`src/rtl/gpio_bank_ctrl.sv`:
```
module gpio_bank_ctrl #(
  parameter int NPINS = 64,
  parameter int AW    = 8
) (
  input  logic             clk,
  input  logic             rst_n,
  input  logic             wr_en,
  input  logic [AW-1:0]    addr,
  input  logic [31:0]      wdata,
  output logic [31:0]      rdata,
  input  logic [NPINS-1:0] pin_in,
  output logic [NPINS-1:0] pin_oe,
  output logic [NPINS-1:0] pin_out,
  output logic             irq
);
  localparam logic [63:0] PMASK = (NPINS >= 64) ? {64{1'b1}} : ((64'd1 << NPINS) - 64'd1);
  localparam logic [4:0] G_DIR = 5'd0, G_VAL = 5'd1, G_IEN = 5'd3,
                         G_POL = 5'd7, G_TYP = 5'd8, G_STS = 5'd9;

  logic [63:0] oe_q, drv_q, ie_q, pol_q, typ_q, stat_q;
  logic [63:0] s1_q, s2_q, prev_q;
  logic [63:0] in64, bmask, wr64, lvl, edg, hit, clr, sel;
  logic [4:0]  grp;
  logic        in_win;

  assign grp    = addr[7:3];
  assign in_win = ((addr >> 8) == '0) && (addr[1:0] == 2'b00);
  assign bmask  = addr[2] ? {32'hFFFF_FFFF, 32'h0} : {32'h0, 32'hFFFF_FFFF};
  assign wr64   = {wdata, wdata} & bmask & PMASK;

  always_comb begin
    in64 = '0;
    in64[NPINS-1:0] = pin_in;
  end

  assign lvl = s2_q ^ pol_q;
  assign edg = (s2_q & ~prev_q & ~pol_q) | (prev_q & ~s2_q & pol_q);
  assign hit = ((typ_q & edg) | (~typ_q & lvl)) & PMASK;
  assign clr = (wr_en && in_win && grp == G_STS) ? wr64 : '0;

  function automatic logic [63:0] merge(input logic [63:0] old, input logic [63:0] bm,
                                        input logic [63:0] nv);
    return (old & ~bm) | nv;
  endfunction

  always_ff @(posedge clk) begin
    if (!rst_n) begin
      oe_q <= '0; drv_q <= '0; ie_q <= '0; pol_q <= '0; typ_q <= '0; stat_q <= '0;
      s1_q <= '0; s2_q <= '0; prev_q <= '0; irq <= 1'b0;
    end else begin
      s1_q   <= in64 & PMASK;
      s2_q   <= s1_q;
      prev_q <= s2_q;
      stat_q <= (stat_q & ~clr) | hit;
      irq    <= |(stat_q & ie_q);
      if (wr_en && in_win) begin
        case (grp)
          G_DIR: oe_q  <= merge(oe_q,  bmask, wr64);
          G_VAL: drv_q <= merge(drv_q, bmask, wr64);
          G_IEN: ie_q  <= merge(ie_q,  bmask, wr64);
          G_POL: pol_q <= merge(pol_q, bmask, wr64);
          G_TYP: typ_q <= merge(typ_q, bmask, wr64);
          default: ;
        endcase
      end
    end
  end

  always_comb begin
    case (grp)
      G_DIR:   sel = oe_q;
      G_VAL:   sel = drv_q;
      G_IEN:   sel = ie_q;
      G_POL:   sel = pol_q;
      G_TYP:   sel = typ_q;
      G_STS:   sel = stat_q;
      default: sel = '0;
    endcase
    rdata = !in_win ? 32'h0 : (addr[2] ? sel[63:32] : sel[31:0]);
  end

  assign pin_oe  = oe_q[NPINS-1:0];
  assign pin_out = drv_q[NPINS-1:0];
endmodule

```
`config.mk`:
```
export PLATFORM = sky130hd
export DESIGN_NAME = gpio_bank_ctrl
export DESIGN_NICKNAME = d
export VERILOG_FILES = /design/src/rtl/gpio_bank_ctrl.sv
export SDC_FILE = /design/constraint.sdc
export NUM_CORES = 1
export LEC_CHECK = 0
export BUFFER_PORTS_ARGS = -buffer_cell sky130_fd_sc_hd__buf_2
export CAP_MARGIN = 20
export CORE_MARGIN = 3
export CORE_UTILIZATION = 45
export DETAILED_ROUTE_END_ITERATION = 7
export GPL_ROUTABILITY_DRIVEN = 0
export GPL_TIMING_DRIVEN = 0
export PLACE_DENSITY = 0.62
export SKIP_LAST_GASP = 1
export SLEW_MARGIN = 30
export SYNTH_ARGS = -nofsm -noshare
export SYNTH_HDL_FRONTEND = slang
export SYNTH_SLANG_ARGS = --single-unit
export TNS_END_PERCENT = 50
```
`constraint.sdc`:
```
create_clock -name clk -period 5.1 [get_ports clk]
set_input_delay 0.765 -clock clk [delete_from_list [all_inputs] [get_ports clk]]
set_output_delay 0.765 -clock clk [all_outputs]
set_load 0.03 [all_outputs]
```
* Word-level counts from Yosys, hierarchy flattened
Cells that the tools add are included.
Cells by class: $add $sub $neg 0, multiply operators 0, div/mod/pow operators 0, order comparisons 0, equal/unequal tests 5, shifts and indexed selects 0, muxes and demuxes 5, bitwise logic cells 29, reduce and logical (&&, ||, !) cells 10
Operators with widths (number):
- 64-bit AND | 14
- 64-bit OR | 8
- 64-bit inverter | 6
- 64-bit case mux with 6 select lines | 1
- 64-bit 2-to-1 mux | 2
- 32-bit 2-to-1 mux | 2
- 64-bit OR reduction | 1
- 64-bit bitwise XOR | 1
- 5-bit by 4-bit equality test with 1-bit output (second input constant) | 2
- 2-bit AND reduction | 5
- 5-bit by 1-bit equality test with 1-bit output (second input constant) | 1
- 5-bit by 2-bit equality test with 1-bit output (second input constant) | 1
- 5-bit by 3-bit equality test with 1-bit output (second input constant) | 1
- 5-bit logical NOT | 1
- 1-bit logical AND | 2
- 2-bit logical NOT | 1
Word-level totals: flip-flop bits (word level) 577, latch bits 0, memory bits (writable) 0, ROM bits 0, input port bits 107, memories 0

* Depth between registers and ports, before layout
Gate-level depths: netlist of run 1.
depth in word-level cells 7, mapped depth 9, mapped depth without buffers 5

* Least setup slack after synthesis of run 1
OpenSTA, ideal clock, no wires.
kind in2out, from input addr[5], to output rdata[10], arrival 2.620 ns, required time 4.335 ns, slack 1.715 ns, stages 7, path buffers 3, path through buf_2 -> or3_4 -> nor3b_4 -> buf_2 -> buf_6 -> a221oi_1 -> nor3_1
Between the ends: cells in the longest elaborated chain, start to end 4, elaborated cells between the ends (all ways) 9, those cells by class 5 x eq/ne; 3 x mux; 1 x reduce/logical
RTL lines:
- start, declared | RTL line 8 | input logic [AW-1:0] addr,
- 5-bit by 4-bit equality test with 1-bit output, or another cell as far along | RTL line 70 | case (grp)
- 64-bit case mux with 6 select lines (*) | RTL line 70
- 32-bit 2-to-1 mux (*) (2 in a row) | RTL line 79 | rdata = !in_win ? 32'h0 : (addr[2] ? sel[63:32] : sel[31:0]);
- end, declared | RTL line 10 | output logic [31:0] rdata,
Every way passes the cells marked *; elsewhere a longest branch is shown, timed or not.

* Final worst setup path of run 1
from input addr[5], to output rdata[16]
Same word-level chain as after synthesis.

==> results of run 1 <==
per-layer routing:
metal | up-vias | track usage [%] | routed length, µm
met5 | - | 0 | 25
met4 | 4 | 20.4 | 6960
met3 | 366 | 7.81 | 11600
met2 | 1507 | 51.6 | 42500
met1 | 10800 | 43.3 | 38200
li1 | 9960 | - | -
Yosys cell counts (all sizes together), types with 4 or more instances:
master  instances
buf            66
nor3           36
clkbuf        168
a221oi         63
dfxtp         577
mux2           16
xor2           64
and3            7
nor2            4
a22oi          15
nand2         716
o21a           32
xnor2          64
o21bai         31
nand3           6
a22o           24
mux2i         103
nand4           5
nor2b          33
and2          199
a21oi         105
o21ai          72
a21boi        353
mux4            9
worst max-delay path, stage by stage:
cell and delay, ns:
sky130_fd_sc_hd__buf_2 0.19, sky130_fd_sc_hd__nor3_1 0.61, sky130_fd_sc_hd__buf_2 0.44, sky130_fd_sc_hd__buf_1 0.75
sky130_fd_sc_hd__a221oi_1 0.27, sky130_fd_sc_hd__nor3_1 0.71, sky130_fd_sc_hd__buf_2 0.33
path summary, 6_finish.rpt:
check	from	slack [ns]	cells after the start	endpoint
max	addr[5]	0.26	7	rdata[16]
min	pin_in[62]	0.33	2	s1_q[62]
max reg2reg	stat_q[48]	2.86	5	irq
min reg2reg	s1_q[16]	0.43	1	s2_q[16]
area by class of cell:
type,count,area (µm²)
diodes,2,5.00
plain buffers,234,1010
clock buffers,84,1780
clock inverters,26,393
fillers,4915,24300
multi-input cells,1963,11900
flip-flops and latches,577,11600
well taps,688,861
repair buffers,264,1320
cell families (layout without fill, tap and decap cells):
kind of cell / after synthesis / after routing / share of synthesized area (%)
AO/OA/AOI/OAI: 696 / 696 / 20.0
XOR/XNOR: 128 / 128 / 4.58
buffers and inverters: 234 / 608 / 4.14
flip-flops: 577 / 577 / 47.1
multiplexers: 128 / 128 / 5.77
other: 0 / 2 / 0
AND/OR/NAND/NOR: 1011 / 1011 / 18.4
stage by stage:
step	power, µW	std cells	setup slack (ns)	util [%]	hold WS (ns)
2_1_floorplan	5080	2774	1.71	-	0.412
3_3_place_gp	5360	3726	0.633	50.2	0.417
3_5_place_dp	5370	3726	0.605	50.2	0.418
4_1_cts	10100	3836	0.585	54.3	0.321
5_1_grt	10400	3836	0.372	54.3	0.340
6_report	10100	3838	0.265	54.3	0.334
where the power goes:
part / total (µW) / internal, µW / switching, µW
clock: 4830 / 2930 / 1910
sequential: 4670 / 4600 / 68.1
combinational: 634 / 222 / 412
total: 10100 / 7750 / 2390
==> impl_results.md, run 1 <==
- Outcome: complete, no violations
- Routed wire per std cell: 25.9 µm
- FFs w/ async S/R, synth: 0%
- Area of placed instances: 26700 µm²
- Placement Rows: 84
- Core Box Area: 53200 µm²
- Total grt overflow: 0
- Cells resized by post-CTS repair: 0
- CP Max Fanout: 10
- Post-synth cell types: 38
- Most frequent cells in the layout: sky130_fd_sc_hd__nand2_1 (716), sky130_fd_sc_hd__dfxtp_1 (577), sky130_fd_sc_hd__buf_2 (304)
- Number of endpoints with negative hold slack in the final report: 0
- Worst-skew pair later-pin latency: 0.63 ns
- Min cycle time layout: 4.84 ns
- First-pass GRT wire length: 141000 µm
- Initial detailed-routing violation count: 3045
- Post-CTS Hold Fix Bufs: 0
- Startpoint type of the worst setup path: input pin
- Flops & latches, synth: 577
- Slew at the pin with the worst max-slew slack: 0.990 ns
- Synthesis Warnings: 0
- Final HPWL DP: 75800 µm
- Start-to-end type of the worst setup path: in2out
- First drt pass iteration count: 6
- Pin count of the biggest net entering global routing: 15
- # port buffers: 264
- Final instance area: 28900 µm²
- Biggest area contributors in the synthesized netlist: sky130_fd_sc_hd__dfxtp_1 (47%), sky130_fd_sc_hd__nand2_1 (11%), sky130_fd_sc_hd__a21boi_0 (5.6%), sky130_fd_sc_hd__a21boi_1 (5.2%), sky130_fd_sc_hd__and2_1 (5.0%)
- Number of maximum-capacitance constraint violations: 0
- Number of antenna violations at the first check in global routing: 7
- Setup TNS after final layout: 0 ns
- I/O pin cnt: 268
- Area share of the largest cell type after synthesis: 47.1%
- Antenna viol nets, final: 0
- Worst-case headroom to the max-slew limit: 34.0%
- Postcts setup bufs: 0
- Ratio of cells with drive above 1 in the final layout: 14.6%
- Cts bufs inserted: 60
- Unrepaired setup endpoints after global routing: no
- Leakage power total: 0.0113 µW
- Number of max-slew violations in the final report: 0
- Maximum achievable frequency: 0.207 GHz
- Number of nets in the finished design: 3207
- Max H-tree Level: 2
- Post-synthesis average cell area: 8.83 µm²
- Flip-flop cell with the highest count after synthesis: sky130_fd_sc_hd__dfxtp_1
- CTS tree: yes
- Routed wire length: 99300 µm
- Setup violations, final: 0
- Layout area overhead: 17.8%
- Worst min-delay path class: in2reg
- Most common library cell in the layout ignoring fill and taps: sky130_fd_sc_hd__nand2_1
- Via total after detailed routing: 22700
- DRC: 0
- Clock Pin Slew Worst Setup and Hold Paths: 0.06 ns
- Height of the die: 239 µm
- Critical Path Sink Type: output port
- Area of the die: 57300 µm²
- Post-synthesis instance area: 24500 µm²
- Sequential fraction of the synthesis area: 47.1%
- Net count after synthesis: 2881
- Final clock skew: 0.0169 ns
- Cell type with the highest aggregate area in the netlist: sky130_fd_sc_hd__dfxtp_1
- Cell count after synthesis: 2774
- PD cells: 351 nW/µm²
- Cell at the root of the clock tree: sky130_fd_sc_hd__clkbuf_16
- Chip width: 239 µm
- Max rail drop VDD: 0.300 mV
- Data required time at the worst endpoint: 4.34 ns
- Count of flip-flops with a built-in enable after synthesis: 0
- Arrival time reported for the critical path endpoint: 4.07 ns
- Final period util: 94.8%
- Clock buffer depth: 3
- Number of clock sinks: 577
- Via/cell ratio: 5.91
- Number of global-route vias before repair: 21500
- Starting density of the core: 46.1%
- Total GRT Usage: 33.7%
(Power assumes the default switching activity.)
==> run 2: changes to the inputs <==
MAX_ROUTING_LAYER = met4   (was default)
==> impl_results.md, run 2 (synthesized netlist as in run 1, its figures left out) <==
- Post-CTS Hold Fix Bufs: 0 (unchanged)
- # port buffers: 264 (unchanged)
- Final HPWL DP: 75800 µm (unchanged)
- Core Box Area: 53200 µm² (unchanged)
- GR Util met1: 43.5% (+0.13 points)
- PD cells: 351 nW/µm² (about the same)
- Post-placement cell count: 3726 (unchanged)
- Met2 global-route usage: 51.5% (-0.11 points)
- Routed wire per std cell: 25.8 µm (-0.17%)
- Worst Setup Slack post-DPL: 0.605 ns (unchanged)
- Total grt overflow: 0 (unchanged)
- Min Hold Slack: 0.335 ns (+0.00130 ns)
- Filler cell count: 4915 (unchanged)
- Pin count of the biggest net entering global routing: 15 (unchanged)
- Most frequent cells in the layout: sky130_fd_sc_hd__nand2_1 (716), sky130_fd_sc_hd__dfxtp_1 (577), sky130_fd_sc_hd__buf_2 (304)
- Number of global-route vias before repair: 21500 (-0.14%)
- Routed wire length: 99100 µm (-0.15%)
- Cell at the root of the clock tree: sky130_fd_sc_hd__clkbuf_16
- First drt pass iteration count: 6 (unchanged)
- Clock buffer depth: 3 (unchanged)
- Leakage power total: 0.0113 µW (unchanged)
- Slew at the pin with the worst max-slew slack: 0.970 ns (-0.0198 ns)
- Height of the die: 239 µm (unchanged)
- Total GRT Usage: 34.7% (+1.1 points)
- Start-to-end type of the worst setup path: in2out
- CTS tree: yes
- Final clock skew: 0.0165 ns (-0.000367 ns)
- Setup violations, final: 0 (unchanged)
- Ratio of cells with drive above 1 in the final layout: 14.6% (unchanged)
- Antenna viol nets, final: 0 (unchanged)
- Starting density of the core: 46.1% (unchanged)
- Most common library cell in the layout ignoring fill and taps: sky130_fd_sc_hd__nand2_1
- Startpoint type of the worst setup path: input pin
- Cells resized by post-CTS repair: 0 (unchanged)
- Min cycle time layout: 4.82 ns (-0.0167 ns)
- Register-to-register setup slack: 2.78 ns (-0.08 ns)
- Chip width: 239 µm (unchanged)
- DRC: 0 (unchanged)
- Via/cell ratio: 5.89 (-0.30%)
- CP Max Fanout: 10 (unchanged)
- Most utilized layer in the global route result: met2
- Number of max-slew violations in the final report: 0 (unchanged)
- Data required time at the worst endpoint: 4.34 ns (about the same)
- Placement Rows: 84 (unchanged)
- Layout area overhead: 17.8% (about the same)
- Number of endpoints with negative hold slack in the final report: 0 (unchanged)
- Area of the die: 57300 µm² (unchanged)
- Final instance area: 28900 µm² (about the same)
- Arrival time reported for the critical path endpoint: 4.05 ns (-0.02 ns)
- Postcts setup bufs: 0 (unchanged)
- First-pass GRT wire length: 141000 µm (about the same)
- Setup TNS after final layout: 0 ns (unchanged)
- Critical Path Sink Type: output port
- GR met3 Demand/Resource: 7.59% (-0.22 points)
- Initial detailed-routing violation count: 3219 (+5.7%)
- Max H-tree Level: 2 (unchanged)
- Max rail drop VDD: 0.300 mV (+0.18%)
- Outcome: complete, no violations
- Worst-case headroom to the max-slew limit: 35.3% (+1.3 points)
- Final period util: 94.5% (-0.33 points)
- I/O pin cnt: 268 (unchanged)
- Post-route setup slack: 0.282 ns (+0.0167 ns)
- Number of antenna violations at the first check in global routing: 6 (-1)
- Clock Pin Slew Worst Setup and Hold Paths: 0.06 ns (about the same)
- Worst-skew pair later-pin latency: 0.63 ns (about the same)
- Number of nets in the finished design: 3207 (unchanged)
- Footprint of the flip-flops and latches: 11600 µm² (unchanged)
- Maximum achievable frequency: 0.208 GHz (+0.35%)
- Number of maximum-capacitance constraint violations: 0 (unchanged)
- Count of non-filler cells in the finished layout: 3839 (+0.026%)
- Via total after detailed routing: 22600 (-0.27%)
- Cts bufs inserted: 60 (unchanged)
- Unrepaired setup endpoints after global routing: no
- Area of the multi-input gates: 11900 µm² (unchanged)
- Worst min-delay path class: in2reg
- Number of clock sinks: 577 (unchanged)
- Area of placed instances: 26700 µm² (unchanged)
run 2: final timing paths:
| check | cells after the start | endpoint | from |
|---|---|---|---|
| worst max register to register | 5 | irq | stat_q[48] |
| worst max-delay path | 7 | rdata[15] | addr[5] |
| worst min register to register | 1 | s2_q[15] | s1_q[15] |
| worst min-delay path | 2 | s1_q[61] | pin_in[61] |
run 2: power by group:
| part | internal, µW | total, µW | switching, µW |
|---|---|---|---|
| Combinational | 222 | 634 | 412 |
| Sequential | 4600 | 4670 | 67.5 |
| Clock | 2930 | 4840 | 1910 |
| Total | 7750 | 10100 | 2390 |
run 2: metal layers:
layer | share of wire [%] | vias to the layer above | wire length (µm)
met4 | 7.1 | 0 | 7060
met1 | 39 | 10800 | 38300
li1 | - | 9975 | -
met2 | 43 | 1441 | 42300
met3 | 12 | 356 | 11500
met5 | 0 | - | 0
run 2: worst max-delay path, stage by stage:
cell and delay, ns:
sky130_fd_sc_hd__buf_2 0.19, sky130_fd_sc_hd__nor3_1 0.60, sky130_fd_sc_hd__buf_2 0.44, sky130_fd_sc_hd__buf_1 0.74, sky130_fd_sc_hd__a221oi_1 0.27, sky130_fd_sc_hd__nor3_1 0.70, sky130_fd_sc_hd__buf_2 0.33
run 2: metrics by stage:
step	utilization [%]	total power, µW
global placement	50.2	5360
global route	54.3	10400
detailed placement	50.2	5370
CTS	54.3	10100
floorplan	-	5080
finish	54.3	10100
run 2: layout make-up:
| class | count | share of cell area, % |
|---|---|---|
| tap | 688 | 2.98 |
| buffer | 234 | 3.52 |
| clock buffer | 84 | 6.18 |
| multi-input combinational | 1963 | 41.3 |
| timing repair buffer | 264 | 4.58 |
| antenna | 3 | 0.0260 |
| clock inverter | 26 | 1.36 |
| sequential | 577 | 40.0 |
